--- src/rtl/fdw_pkg.sv ---
package fdw_pkg;
  typedef enum logic [3:0] {
    ST_IDLE,
    ST_GLB,
    ST_ICFG,
    ST_ACFG,
    ST_UNIT_FLT,
    ST_UNIT_ENA,
    ST_SUB_FLT,
    ST_SUB_ENA,
    ST_FILL,
    ST_DONE
  } walk_st_e;

  localparam logic [31:0] INVALID_ADDR = 32'hFFFF_FFFF;
  localparam logic [23:0] OFF_UNIT_FLT = 24'h00_0008;
  localparam logic [23:0] OFF_UNIT_ENA = 24'h00_0018;
  localparam logic [23:0] OFF_SUB_FLT  = 24'h00_0100;
  localparam logic [23:0] OFF_SUB_ENA  = 24'h00_0300;
endpackage

--- src/rtl/fdw_addr_gen.sv ---
module fdw_addr_gen
  import fdw_pkg::*;
#(
  parameter int          UNIT_W         = 4,
  parameter logic [31:0] GLB_FAULT_ADDR = 32'h0000_0028,
  parameter logic [31:0] INFRA_CFG_ADDR = 32'h0000_0000,
  parameter logic [31:0] APP_CFG_ADDR   = 32'h0200_0000
) (
  input  walk_st_e          st_i,
  input  logic [UNIT_W-1:0] unit_i,
  input  logic [5:0]        bit_i,
  output logic [31:0]       addr_o
);
  logic [7:0]  unit_field;
  logic [23:0] bit_off;

  assign unit_field = 8'(unit_i);
  assign bit_off    = {15'd0, bit_i, 3'd0};

  always_comb begin
    unique case (st_i)
      ST_GLB:      addr_o = GLB_FAULT_ADDR;
      ST_ICFG:     addr_o = INFRA_CFG_ADDR;
      ST_ACFG:     addr_o = APP_CFG_ADDR;
      ST_UNIT_FLT: addr_o = {unit_field, OFF_UNIT_FLT};
      ST_UNIT_ENA: addr_o = {unit_field, OFF_UNIT_ENA};
      ST_SUB_FLT:  addr_o = {unit_field, OFF_SUB_FLT + bit_off};
      ST_SUB_ENA:  addr_o = {unit_field, OFF_SUB_ENA + bit_off};
      default:     addr_o = '0;
    endcase
  end
endmodule

--- src/rtl/fdw_bit_scan.sv ---
module fdw_bit_scan #(
  parameter int MASK_W = 64,
  localparam int IDX_W = $clog2(MASK_W),
  localparam int FROM_W = IDX_W + 1
) (
  input  logic [MASK_W-1:0] mask_i,
  input  logic              all_i,
  input  logic [FROM_W-1:0] from_i,
  output logic              found_o,
  output logic [IDX_W-1:0]  idx_o
);
  logic [MASK_W-1:0] eff;
  assign eff = all_i ? '1 : mask_i;

  // descending loop so the lowest qualifying bit wins
  always_comb begin
    found_o = 1'b0;
    idx_o   = '0;
    for (int k = MASK_W - 1; k >= 0; k--) begin
      if (eff[k] && (FROM_W'(k) >= from_i)) begin
        found_o = 1'b1;
        idx_o   = IDX_W'(k);
      end
    end
  end
endmodule

--- src/rtl/fdw_rec_writer.sv ---
module fdw_rec_writer
  import fdw_pkg::*;
#(
  parameter int  BUF_DEPTH = 256,
  localparam int BUF_AW = $clog2(BUF_DEPTH),
  localparam int CNT_W  = $clog2(BUF_DEPTH + 1)
) (
  input  logic              clk_i,
  input  logic              rst_ni,
  input  logic              clr_i,
  input  logic              rec_vld_i,
  input  logic [31:0]       rec_addr_i,
  input  logic [63:0]       rec_data_i,
  input  logic              fill_i,
  output logic              full_o,
  output logic              buf_we_o,
  output logic [BUF_AW-1:0] buf_idx_o,
  output logic [31:0]       buf_addr_o,
  output logic [63:0]       buf_data_o,
  output logic              overflow_o,
  output logic [CNT_W-1:0]  rec_count_o
);
  logic [CNT_W-1:0] slot_q;

  assign full_o = (slot_q == CNT_W'(BUF_DEPTH));

  always_ff @(posedge clk_i or negedge rst_ni) begin
    if (!rst_ni) begin
      slot_q      <= '0;
      buf_we_o    <= 1'b0;
      buf_idx_o   <= '0;
      buf_addr_o  <= '0;
      buf_data_o  <= '0;
      overflow_o  <= 1'b0;
      rec_count_o <= '0;
    end else if (clr_i) begin
      slot_q      <= '0;
      buf_we_o    <= 1'b0;
      overflow_o  <= 1'b0;
      rec_count_o <= '0;
    end else begin
      buf_we_o <= 1'b0;
      if (rec_vld_i) begin
        if (!full_o) begin
          buf_we_o    <= 1'b1;
          buf_idx_o   <= slot_q[BUF_AW-1:0];
          buf_addr_o  <= rec_addr_i;
          buf_data_o  <= rec_data_i;
          slot_q      <= slot_q + 1'b1;
          rec_count_o <= rec_count_o + 1'b1;
        end else begin
          overflow_o <= 1'b1;
        end
      end else if (fill_i && !full_o) begin
        buf_we_o   <= 1'b1;
        buf_idx_o  <= slot_q[BUF_AW-1:0];
        buf_addr_o <= INVALID_ADDR;
        buf_data_o <= '1;
        slot_q     <= slot_q + 1'b1;
      end
    end
  end
endmodule

--- src/rtl/fault_dump_walker.sv ---
module fault_dump_walker
  import fdw_pkg::*;
#(
  parameter int          NUM_UNITS      = 16,
  parameter int          BUF_DEPTH      = 256,
  parameter logic [31:0] GLB_FAULT_ADDR = 32'h0000_0028,
  parameter logic [31:0] INFRA_CFG_ADDR = 32'h0000_0000,
  parameter logic [31:0] APP_CFG_ADDR   = 32'h0200_0000,
  localparam int BUF_AW = $clog2(BUF_DEPTH),
  localparam int CNT_W  = $clog2(BUF_DEPTH + 1),
  localparam int UNIT_W = (NUM_UNITS > 1) ? $clog2(NUM_UNITS) : 1
) (
  input  logic              clk_i,
  input  logic              rst_ni,
  input  logic              start_i,
  input  logic              all_mode_i,
  output logic              rd_req_o,
  output logic [31:0]       rd_addr_o,
  input  logic              rd_ack_i,
  input  logic [63:0]       rd_data_i,
  output logic              buf_we_o,
  output logic [BUF_AW-1:0] buf_idx_o,
  output logic [31:0]       buf_addr_o,
  output logic [63:0]       buf_data_o,
  output logic              busy_o,
  output logic              done_o,
  output logic              overflow_o,
  output logic [CNT_W-1:0]  rec_count_o
);
  walk_st_e          st_q, st_d;
  logic [UNIT_W-1:0] unit_q, unit_d;
  logic [5:0]        bit_q, bit_d;
  logic [63:0]       mask_q, mask_d;
  logic              mode_q;
  logic              ack, clr, full;
  logic              scan_found;
  logic [5:0]        scan_idx;
  logic [6:0]        scan_from;
  logic              last_unit;

  assign rd_req_o  = (st_q == ST_GLB) || (st_q == ST_ICFG) || (st_q == ST_ACFG) ||
                     (st_q == ST_UNIT_FLT) || (st_q == ST_UNIT_ENA) ||
                     (st_q == ST_SUB_FLT) || (st_q == ST_SUB_ENA);
  assign ack       = rd_req_o && rd_ack_i;
  assign clr       = (st_q == ST_IDLE) && start_i;
  assign busy_o    = (st_q != ST_IDLE);
  assign done_o    = (st_q == ST_DONE);
  assign last_unit = (unit_q == UNIT_W'(NUM_UNITS - 1));
  assign scan_from = (st_q == ST_SUB_ENA) ? ({1'b0, bit_q} + 7'd1) : 7'd0;

  fdw_addr_gen #(
    .UNIT_W        (UNIT_W),
    .GLB_FAULT_ADDR(GLB_FAULT_ADDR),
    .INFRA_CFG_ADDR(INFRA_CFG_ADDR),
    .APP_CFG_ADDR  (APP_CFG_ADDR)
  ) u_addr (
    .st_i  (st_q),
    .unit_i(unit_q),
    .bit_i (bit_q),
    .addr_o(rd_addr_o)
  );

  fdw_bit_scan #(.MASK_W(64)) u_scan (
    .mask_i (mask_q),
    .all_i  (mode_q),
    .from_i (scan_from),
    .found_o(scan_found),
    .idx_o  (scan_idx)
  );

  fdw_rec_writer #(.BUF_DEPTH(BUF_DEPTH)) u_wr (
    .clk_i      (clk_i),
    .rst_ni     (rst_ni),
    .clr_i      (clr),
    .rec_vld_i  (ack),
    .rec_addr_i (rd_addr_o),
    .rec_data_i (rd_data_i),
    .fill_i     (st_q == ST_FILL),
    .full_o     (full),
    .buf_we_o   (buf_we_o),
    .buf_idx_o  (buf_idx_o),
    .buf_addr_o (buf_addr_o),
    .buf_data_o (buf_data_o),
    .overflow_o (overflow_o),
    .rec_count_o(rec_count_o)
  );

  always_comb begin
    st_d   = st_q;
    unit_d = unit_q;
    bit_d  = bit_q;
    mask_d = mask_q;
    unique case (st_q)
      ST_IDLE: if (start_i) st_d = ST_GLB;
      ST_GLB:  if (ack) st_d = ST_ICFG;
      ST_ICFG: if (ack) st_d = ST_ACFG;
      ST_ACFG: if (ack) begin
        st_d   = ST_UNIT_FLT;
        unit_d = '0;
      end
      ST_UNIT_FLT: if (ack) begin
        mask_d = rd_data_i;
        st_d   = ST_UNIT_ENA;
      end
      ST_UNIT_ENA, ST_SUB_ENA: if (ack) begin
        if (scan_found) begin
          bit_d = scan_idx;
          st_d  = ST_SUB_FLT;
        end else if (last_unit) begin
          st_d = ST_FILL;
        end else begin
          unit_d = unit_q + 1'b1;
          st_d   = ST_UNIT_FLT;
        end
      end
      ST_SUB_FLT: if (ack) st_d = ST_SUB_ENA;
      ST_FILL:    if (full) st_d = ST_DONE;
      ST_DONE:    st_d = ST_IDLE;
      default:    st_d = ST_IDLE;
    endcase
  end

  always_ff @(posedge clk_i or negedge rst_ni) begin
    if (!rst_ni) begin
      st_q   <= ST_IDLE;
      unit_q <= '0;
      bit_q  <= '0;
      mask_q <= '0;
      mode_q <= 1'b0;
    end else begin
      st_q   <= st_d;
      unit_q <= unit_d;
      bit_q  <= bit_d;
      mask_q <= mask_d;
      if (clr) mode_q <= all_mode_i;
    end
  end
endmodule

--- config.mk ---
export PLATFORM = sky130hd
export DESIGN_NAME = fault_dump_walker
export DESIGN_NICKNAME = d
export VERILOG_FILES = /design/src/rtl/fdw_pkg.sv /design/src/rtl/fdw_addr_gen.sv /design/src/rtl/fdw_bit_scan.sv /design/src/rtl/fdw_rec_writer.sv /design/src/rtl/fault_dump_walker.sv
export SDC_FILE = /design/constraint.sdc
export NUM_CORES = 1
export LEC_CHECK = 0
export BUFFER_PORTS_ARGS = -buffer_cell sky130_fd_sc_hd__buf_2
export CORE_ASPECT_RATIO = 0.5
export CORE_MARGIN = 5
export CORE_UTILIZATION = 32
export DETAILED_ROUTE_END_ITERATION = 10
export SLEW_MARGIN = 5
export SYNTH_ARGS = -nofsm -noshare
export SYNTH_HDL_FRONTEND = slang
export SYNTH_SLANG_ARGS = --single-unit
--- constraint.sdc ---
create_clock -name clk_i -period 9.69 [get_ports clk_i]
set_input_delay 2.907 -clock clk_i [delete_from_list [all_inputs] [get_ports clk_i]]
set_output_delay 2.907 -clock clk_i [all_outputs]
set_load 0.03 [all_outputs]
==> results of run 1 <==
-- metrics by stage --
step	utilization [%]	std cells	instance area (µm²)
6_report	37.4	1805	12400
5_1_grt	37.4	1805	12400
4_1_cts	37.4	1803	12400
3_5_place_dp	35.8	1771	11800
3_3_place_gp	35.8	1771	11800
2_1_floorplan	-	1238	10800
-- how the worst max path moves through the flow --
stage / from / endpoint / slack [ps] / cells after the start
floorplan: st_q[0] / done_o / 5190 / 3
global placement: st_q[0] / rd_addr_o[10] / 4830 / 3
detailed placement: st_q[0] / rd_addr_o[10] / 4790 / 3
CTS: st_q[0] / rd_addr_o[10] / 4270 / 3
global route: st_q[0] / rd_addr_o[10] / 4070 / 3
finish: st_q[0] / rd_addr_o[10] / 4320 / 3
-- state kept, by name, indices dropped and copies added (netlist names) --
signal	cells
u_wr.buf_data_o	64
mode_q	1
u_wr.slot_q	9
u_wr.buf_addr_o	13
unit_q	4
bit_q	6
u_wr.buf_idx_o	8
mask_q	64
u_wr.overflow_o	1
u_wr.buf_we_o	1
u_wr.rec_count_o	9
st_q	4
-- logic make-up (layout without fill, tap and decap cells) --
| family | count (synthesis) | count (layout) | synth area share (%) |
|---|---|---|---|
| AND/OR/NAND/NOR | 466 | 466 | 20.3 |
| flip-flops | 184 | 184 | 42.9 |
| XOR/XNOR | 15 | 15 | 1.29 |
| other | 1 | 22 | 0.0350 |
| adder cells (fa/ha/maj) | 5 | 5 | 0.583 |
| buffers and inverters | 139 | 263 | 6.87 |
| AO/OA/AOI/OAI | 338 | 338 | 20.5 |
| multiplexers | 71 | 71 | 7.48 |
-- report_power, final --
group	switching (mW)	leakage (nW)	total [mW]	internal, mW
clock network	0.330	0.265	0.665	0.335
registers	0.237	2.27	1.21	0.977
logic	1.07	3.19	1.65	0.584
-- critical path: cells and delay by family (launching register included) --
kind,cells,cell delay (ps)
buffers and inverters,1,250
DFF,1,670
and+or+nand+nor,2,1080
-- cells in the mapped netlist, drive strengths merged (17+ instances only) --
master,n
nand4,17
or3,19
a31oi,22
mux2,70
nand3,19
nand2,212
nor3,31
inv,17
dfrtp,184
buf,62
nor2,99
clkbuf,60
a21oi,55
o21ai,122
-- layer usage --
layer	share of wire, %	track usage, %	routed length, µm	vias up
met1	47	26.9	16600	4770
met5	0	0	0	-
met2	43	27.4	15300	433
met4	3.1	6.19	1080	0
met3	6.6	3.48	2320	72
li1	-	-	-	4585
-- layout make-up --
cell class	count	share of cell area, %
Clock buffer	18	3.47
Multi-Input combinational cell	915	44.3
Sequential cell	184	37.2
Tap cell	441	4.46
Clock inverter	14	0.951
Inverter	17	0.516
Timing Repair Buffer	214	9.05
Antenna cell	2	0.0405
==> flow_summary.ini, run 1 <==
[cells_and_area]
net_count_of_the_finished_layout = 1423
area_used_by_sequential_logic_in_the_layout_mm2 = 0.00461
nFillCells = 3420
drive_above_1_share_pct = 25.9
multiInputGateArea_mm2 = 0.00548
most_common_cell_after_layout_fill_and_taps_aside = sky130_fd_sc_hd__nand2_1
most-common-layout-cells = sky130_fd_sc_hd__nand2_1, sky130_fd_sc_hd__buf_2, sky130_fd_sc_hd__dfrtp_1
flow.area_growth_from_synthesis_pct = 15.4

[timing]
hold_viol_final = 0
highest_attainable_clock_frequency_mhz = 186
report.final.slew_viol_count = 0
final.min_clock_period_ps = 5370
setup_repair_after_global_routing_missed_its_margin = no
max_slew_margin_vs_limit_pct = 29.8
layout_worst_path_cycle_share_pct = 55.4
totalNegativeSetupSlack_ps = 0
setup-violations-final = 0
fin_worst_skew_ps = 16.2
worst_pin_slew_ps = 1030
timing.final.ws_setup_ps = 4320
final.hold.worst_slack_ps = 492

[clock_tree]
post_cts.repair.setup_buffers = 0
cts_resized = 0
numCtsBuffers = 17
clock_net_sink_count = 184
tritoncts = yes
clockRootBuffer = sky130_fd_sc_hd__clkbuf_16
cts-htree-levels = 4
postCtsHoldBufs = 0
clock_path_buffers = 2
clk-insertion-delay-late_ps = 450
clk_pin_slew_ps = 80

[critical_path]
worst-path-max-fanout = 17
timing.critical_path.arrival_ps = 2460
critPathRequiredTime_ps = 6780
setup.worst_path.start_class = flip-flop
critical_path.reg2reg.startpoint = bit_q[0]
crit_path_top_delay_cell = sky130_fd_sc_hd__nand4b_1
ff2ff_path_depth = 11
critical_path_class = reg -> out
regToRegSetupSlack_ps = 4840
r2r_end = unit_q[0]
crit_path_end_kind = output pin
slowest_delay_ps = 710
cp_cell_sequence = nand4b_1, nor2_1, buf_2

[drt]
route.antenna.remaining_nets = 0
via_count = 9860
drt-initial-drc-count = 1298
post-route-drc-count = 0
detail_route.wirelength_mm = 35.2
post_drt_wl_per_cell_um = 19.5
routed_via_density = 5.46
drt_first_pass_iters = 7

[worst_hold_path]
worstHoldPathCells = 2
worstHoldPathType = reg -> reg
hold_end = u_wr.buf_idx_o[7]
hold_path.startpoint = u_wr.buf_idx_o[7]

[logic_synthesis]
syn-instance-count = 1219
synth_async_sr_flop_share_pct = 100
ys.warnings.count = 0
synth_area_leaders = sky130_fd_sc_hd__dfrtp_1, sky130_fd_sc_hd__nand2_1, sky130_fd_sc_hd__mux2_2
yosys_most_used_dff = sky130_fd_sc_hd__dfrtp_1
synth-edff-count = 0
synth-seq-area-share_pct = 42.9
synth_cell_types = 85
yosysTopAreaCellShare_pct = 42.9
mapped_avg_cell_area_um2 = 8.80
synth_top_cell_by_area = sky130_fd_sc_hd__dfrtp_1
netlist_area_before_placement_mm2 = 0.0107
postSynthRegisterBits = 184

[place]
pre_cts_slack_ps = 4790
place_congestion = 1.04
detailed_place_hpwl_mm = 25.4
buffer_ports.inserted = 198

[flow_run]
drv_cap = 0

[grt]
global_route.overflow_total = 0
global_route_wire_length_before_repair_mm = 54.7
grt_max_degree = 81
globalRouteTotalUtil_pct = 18.4
initial_antenna_violation_count = 2
first_global_vias = 9289

[floorplan]
chipWidth_um = 269
fp-row-count = 47
start_util_pct = 32.5
top_level_ports = 219
die_area_mm2 = 0.0375
design.core.area_mm2 = 0.0330
die_y_um = 139

[power_and_ir_drop]
vdd_ir_drop_max_mv = 0.112
p_leak_nw = 5.72
total_power_mw = 3.53
power_density_mw_per_mm2 = 286

[outcome]
run_status = complete, no violations
Note: power is estimated with default switching activity, not from simulation.
==> inputs of run 2 (changes only) <==
clock period = 5.1 ns   (was 9.69 ns; I/O delays follow)
==> flow_summary.ini, run 2 (synthesis results as in run 1) <==
[outcome]
run_status = complete, no violations

[floorplan]
fp-row-count = 47
start_util_pct = 32.5
design.core.area_mm2 = 0.0330
die_area_mm2 = 0.0375
top_level_ports = 219
chipWidth_um = 269
die_y_um = 139

[timing]
fin_worst_skew_ps = 11.2
layout_worst_path_cycle_share_pct = 84.5
final.hold.worst_slack_ps = 480
setup_repair_after_global_routing_missed_its_margin = no
final.min_clock_period_ps = 4310
timing.final.ws_setup_ps = 790
report.final.slew_viol_count = 0
highest_attainable_clock_frequency_mhz = 232
max_slew_margin_vs_limit_pct = 40.9
worst_pin_slew_ps = 887
setup-violations-final = 0
hold_viol_final = 0
totalNegativeSetupSlack_ps = 0

[critical_path]
crit_path_top_delay_cell = sky130_fd_sc_hd__or4b_4
cp_cell_sequence = ha_1, xor2_1, buf_4, and3_1, o22ai_1, a32oi_1, nor4b_4, or4b_4, or3_1, a31o_1, mux2_4
crit_path_end_kind = flip-flop
setup.worst_path.start_class = flip-flop
timing.critical_path.arrival_ps = 4660
critPathRequiredTime_ps = 5450
critical_path_class = reg -> reg
worst-path-max-fanout = 16
slowest_delay_ps = 550

[power_and_ir_drop]
total_power_mw = 6.96
power_density_mw_per_mm2 = 543
comb_power_share_pct = 48.8
p_int_mw = 3.76
p_leak_nw = 5.98
share_clk_of_total_power_pct = 18.5
power.switching_fraction_pct = 46.0
pwr-share-seq_pct = 32.6
net-switching-power_mw = 3.21
vdd_ir_drop_max_mv = 0.243

[clock_tree]
cts_resized = 0
numCtsBuffers = 17
tritoncts = yes
cts-htree-levels = 4
clock_path_buffers = 2
clk_pin_slew_ps = 80
clockRootBuffer = sky130_fd_sc_hd__clkbuf_16
clock_net_sink_count = 184
postCtsHoldBufs = 0
post_cts.repair.setup_buffers = 0
clk-insertion-delay-late_ps = 460

[drt]
drt-initial-drc-count = 1047
detail_route.wirelength_mm = 36.4
drt_first_pass_iters = 5
post-route-drc-count = 0
post_drt_wl_per_cell_um = 19.6
route.antenna.remaining_nets = 0
via_count = 9943
routed_via_density = 5.35

[cells_and_area]
most_common_cell_after_layout_fill_and_taps_aside = sky130_fd_sc_hd__nand2_1
flow.area_growth_from_synthesis_pct = 19.5
most-common-layout-cells = sky130_fd_sc_hd__nand2_1, sky130_fd_sc_hd__buf_2, sky130_fd_sc_hd__dfrtp_1
nFillCells = 3377
layout.core_utilization_pct = 38.8
net_count_of_the_finished_layout = 1476
design_area_mm2 = 0.0128
multiInputGateArea_mm2 = 0.00548
fin_cells = 1858
area_used_by_sequential_logic_in_the_layout_mm2 = 0.00461
drive_above_1_share_pct = 28.8
top_regs = mask_q: 64 flops, u_wr.buf_data_o: 64 flops, u_wr.buf_addr_o: 13 flops

[place]
pre_cts_slack_ps = 935
place_congestion = 0.984
buffer_ports.inserted = 198
postPlaceCellArea_mm2 = 0.0122
place.detailed.instances = 1824
detailed_place_hpwl_mm = 27.3

[grt]
first_global_vias = 9443
global_route_wire_length_before_repair_mm = 56.7
grt_max_degree = 84
globalRouteTotalUtil_pct = 19.2
initial_antenna_violation_count = 2
global_route.overflow_total = 0

[worst_hold_path]
worstHoldPathType = reg -> reg

[flow_run]
drv_cap = 0
run 2: power groups by stage:
stage / clock network (mW) / logic, mW / registers, mW
after CTS: 1.33 / 3.33 / 2.27
final: 1.29 / 3.40 / 2.27
after global routing: 1.40 / 3.66 / 2.34
after global placement: 0 / 3.36 / 2.29
after floorplan: 0 / 2.12 / 2.32
after detailed placement: 0 / 3.31 / 2.30
run 2: final timing paths:
kind	from	endpoint	slack, ps	cells after the start
max	bit_q[1]	unit_q[0]	790	11
min	u_wr.buf_idx_o[0]	u_wr.buf_idx_o[0]	480	2
max reg2reg	bit_q[1]	unit_q[0]	790	11
min reg2reg	u_wr.buf_idx_o[0]	u_wr.buf_idx_o[0]	480	2
max in group asynchronous	rst_ni	u_wr.buf_addr_o[25]	3100	2
min in group asynchronous	rst_ni	u_wr.buf_data_o[42]	1100	1
run 2: routing by layer:
| layer | global-route usage [%] | wire length [µm] | vias up |
|---|---|---|---|
| li1 | - | - | 4697 |
| met1 | 28.3 | 17300 | 4821 |
| met2 | 28.1 | 15900 | 368 |
| met3 | 4.32 | 2340 | 57 |
| met4 | 5.65 | 856 | 0 |
| met5 | 0 | 0 | - |
run 2: area by class of cell:
cell class | instances | area share (%)
sequential | 184 | 35.9
multi-input combinational | 915 | 42.8
tap | 441 | 4.31
timing repair buffer | 267 | 12.0
clock buffer | 17 | 3.32
clock inverter | 15 | 1.10
inverter | 17 | 0.498
antenna | 2 | 0.0391
run 2: worst max-delay path: cells and delay by family, from the launching register on:
| kind | cells | cell delay (ps) |
|---|---|---|
| xor+xnor | 1 | 380 |
| flops | 1 | 490 |
| compound gates | 3 | 700 |
| buf+inv | 1 | 290 |
| mux | 1 | 250 |
| fa+ha+maj | 1 | 380 |
| simple gates | 4 | 1700 |
==> inputs of run 3 (changes only) <==
clock period = 4 ns   (was 5.1 ns; I/O delays follow)
==> flow_summary.ini, run 3 (synthesis results as in run 1) <==
[floorplan]
die_area_mm2 = 0.0375
design.core.area_mm2 = 0.0330
fp-row-count = 47
die_y_um = 139
start_util_pct = 32.5
chipWidth_um = 269
top_level_ports = 219

[drt]
routed_via_density = 5.37
route.antenna.remaining_nets = 0
post_drt_wl_per_cell_um = 19.6
drt_first_pass_iters = 5
drt-initial-drc-count = 1007
detail_route.wirelength_mm = 37.1
via_count = 10200
post-route-drc-count = 0

[critical_path]
critical_path.reg2reg.startpoint = bit_q[0]
timing.critical_path.arrival_ps = 4170
crit_path_end_kind = flip-flop
critical_path_class = reg -> reg
r2r_end = unit_q[0]
setup.worst_path.start_class = flip-flop
startpoint = bit_q[0]
timing.critical_path.to = unit_q[0]
ff2ff_path_depth = 11
worst-path-max-fanout = 7
regToRegSetupSlack_ps = 170
critPathRequiredTime_ps = 4340

[grt]
global_route_wire_length_before_repair_mm = 57.3
globalRouteTotalUtil_pct = 19.5
initial_antenna_violation_count = 2
grt_max_degree = 81
global_route.overflow_total = 0
first_global_vias = 9729

[cells_and_area]
most_common_cell_after_layout_fill_and_taps_aside = sky130_fd_sc_hd__nand2_1
multiInputGateArea_mm2 = 0.00551
design_area_mm2 = 0.0132
area_used_by_sequential_logic_in_the_layout_mm2 = 0.00461
top_regs = mask_q: 64 flops, u_wr.buf_data_o: 64 flops, u_wr.buf_addr_o: 13 flops
flow.area_growth_from_synthesis_pct = 22.9
drive_above_1_share_pct = 31.0
fin_cells = 1895
nFillCells = 3420
most-common-layout-cells = sky130_fd_sc_hd__nand2_1, sky130_fd_sc_hd__buf_2, sky130_fd_sc_hd__dfrtp_1
net_count_of_the_finished_layout = 1514

[power_and_ir_drop]
share_clk_of_total_power_pct = 18.6
pwr-share-seq_pct = 30.9
vdd_ir_drop_max_mv = 0.297
power_density_mw_per_mm2 = 701
net-switching-power_mw = 4.16
power.switching_fraction_pct = 45.0
comb_power_share_pct = 50.5
p_int_mw = 5.09
p_leak_nw = 6.21
total_power_mw = 9.24

[clock_tree]
cts-htree-levels = 4
clock_net_sink_count = 184
postCtsHoldBufs = 0
clock_path_buffers = 2
tritoncts = yes
clk_pin_slew_ps = 70
clk-insertion-delay-late_ps = 460
clockRootBuffer = sky130_fd_sc_hd__clkbuf_16
numCtsBuffers = 17

[flow_run]
drv_cap = 0

[worst_hold_path]
worstHoldPathType = reg -> reg
worstHoldPathCells = 2

[timing]
highest_attainable_clock_frequency_mhz = 261
layout_worst_path_cycle_share_pct = 95.8
report.final.slew_viol_count = 0
max_slew_margin_vs_limit_pct = 41.6
final.min_clock_period_ps = 3830
fin_worst_skew_ps = 10.7
timing.final.ws_setup_ps = 167
totalNegativeSetupSlack_ps = 0
setup-violations-final = 0
worst_pin_slew_ps = 876
hold_viol_final = 0

[outcome]
run_status = complete, no violations

[place]
detailed_place_hpwl_mm = 28.0
buffer_ports.inserted = 198
place_congestion = 1.01
postPlaceCellArea_mm2 = 0.0125
pre_cts_slack_ps = 226
place.detailed.instances = 1861
[run 3: how the worst min path moves through the flow]
stage / from / endpoint
after global placement: u_wr.buf_idx_o[0] / u_wr.buf_idx_o[0]
after floorplan: mask_q[16] / mask_q[16]
final: u_wr.buf_idx_o[1] / u_wr.buf_idx_o[1]
after CTS: u_wr.buf_idx_o[1] / u_wr.buf_idx_o[1]
after detailed placement: u_wr.buf_idx_o[1] / u_wr.buf_idx_o[1]
after global routing: u_wr.buf_data_o[13] / u_wr.buf_data_o[13]
[run 3: critical path: stages (launching register included)]
cell and delay [ps]:
sky130_fd_sc_hd__dfrtp_1 380, sky130_fd_sc_hd__ha_1 280, sky130_fd_sc_hd__buf_4 170, sky130_fd_sc_hd__xnor2_1 300
sky130_fd_sc_hd__nor3_2 300, sky130_fd_sc_hd__o22ai_1 130, sky130_fd_sc_hd__a32oi_1 290, sky130_fd_sc_hd__nor4b_4 310
sky130_fd_sc_hd__or4b_4 540, sky130_fd_sc_hd__or3_1 480, sky130_fd_sc_hd__a31o_1 270, sky130_fd_sc_hd__mux2_4 260
[run 3: power by group through the flow]
stage	clock (mW)	combinational [mW]	sequential, mW
final	1.72	4.67	2.86
after global routing	1.85	5.00	2.93
after CTS	1.77	4.55	2.85
after detailed placement	0	4.52	2.88
after global placement	0	4.56	2.87
after floorplan	0	2.70	2.96
[run 3: timing repair]
action	in CTS	in global routing
gates resized for setup	0	7
setup buffers	0	1
endpoints found under the setup margin	0	9
[run 3: cell type report]
type                    instances  area share [%]
clock inverters                12            1.04
clock buffers                  20            3.46
well taps                     441            4.19
diodes                          1          0.0190
inverters                      17           0.484
multi-input cells             915            41.8
flip-flops and latches        184            34.9
repair buffers                305            14.1
[run 3: per-layer routing]
metal / wire length [µm] / vias to the layer above / global-route usage [%] / part of all wire [%]
met4: 1030 / 2 / 6.91 / 2.8
met1: 17000 / 4918 / 27.6 / 46
met5: 11 / - / 0 / 0.030
met3: 2800 / 71 / 5.33 / 7.6
met2: 16200 / 405 / 28.8 / 44
li1: - / 4782 / - / -
[run 3: stage by stage]
| stage | hold slack [ps] | util, % |
|---|---|---|
| floorplan | 472 | - |
| global placement | 463 | 38.0 |
| detailed placement | 467 | 38.0 |
| CTS | 484 | 39.8 |
| global route | 522 | 39.9 |
| finish | 482 | 39.9 |
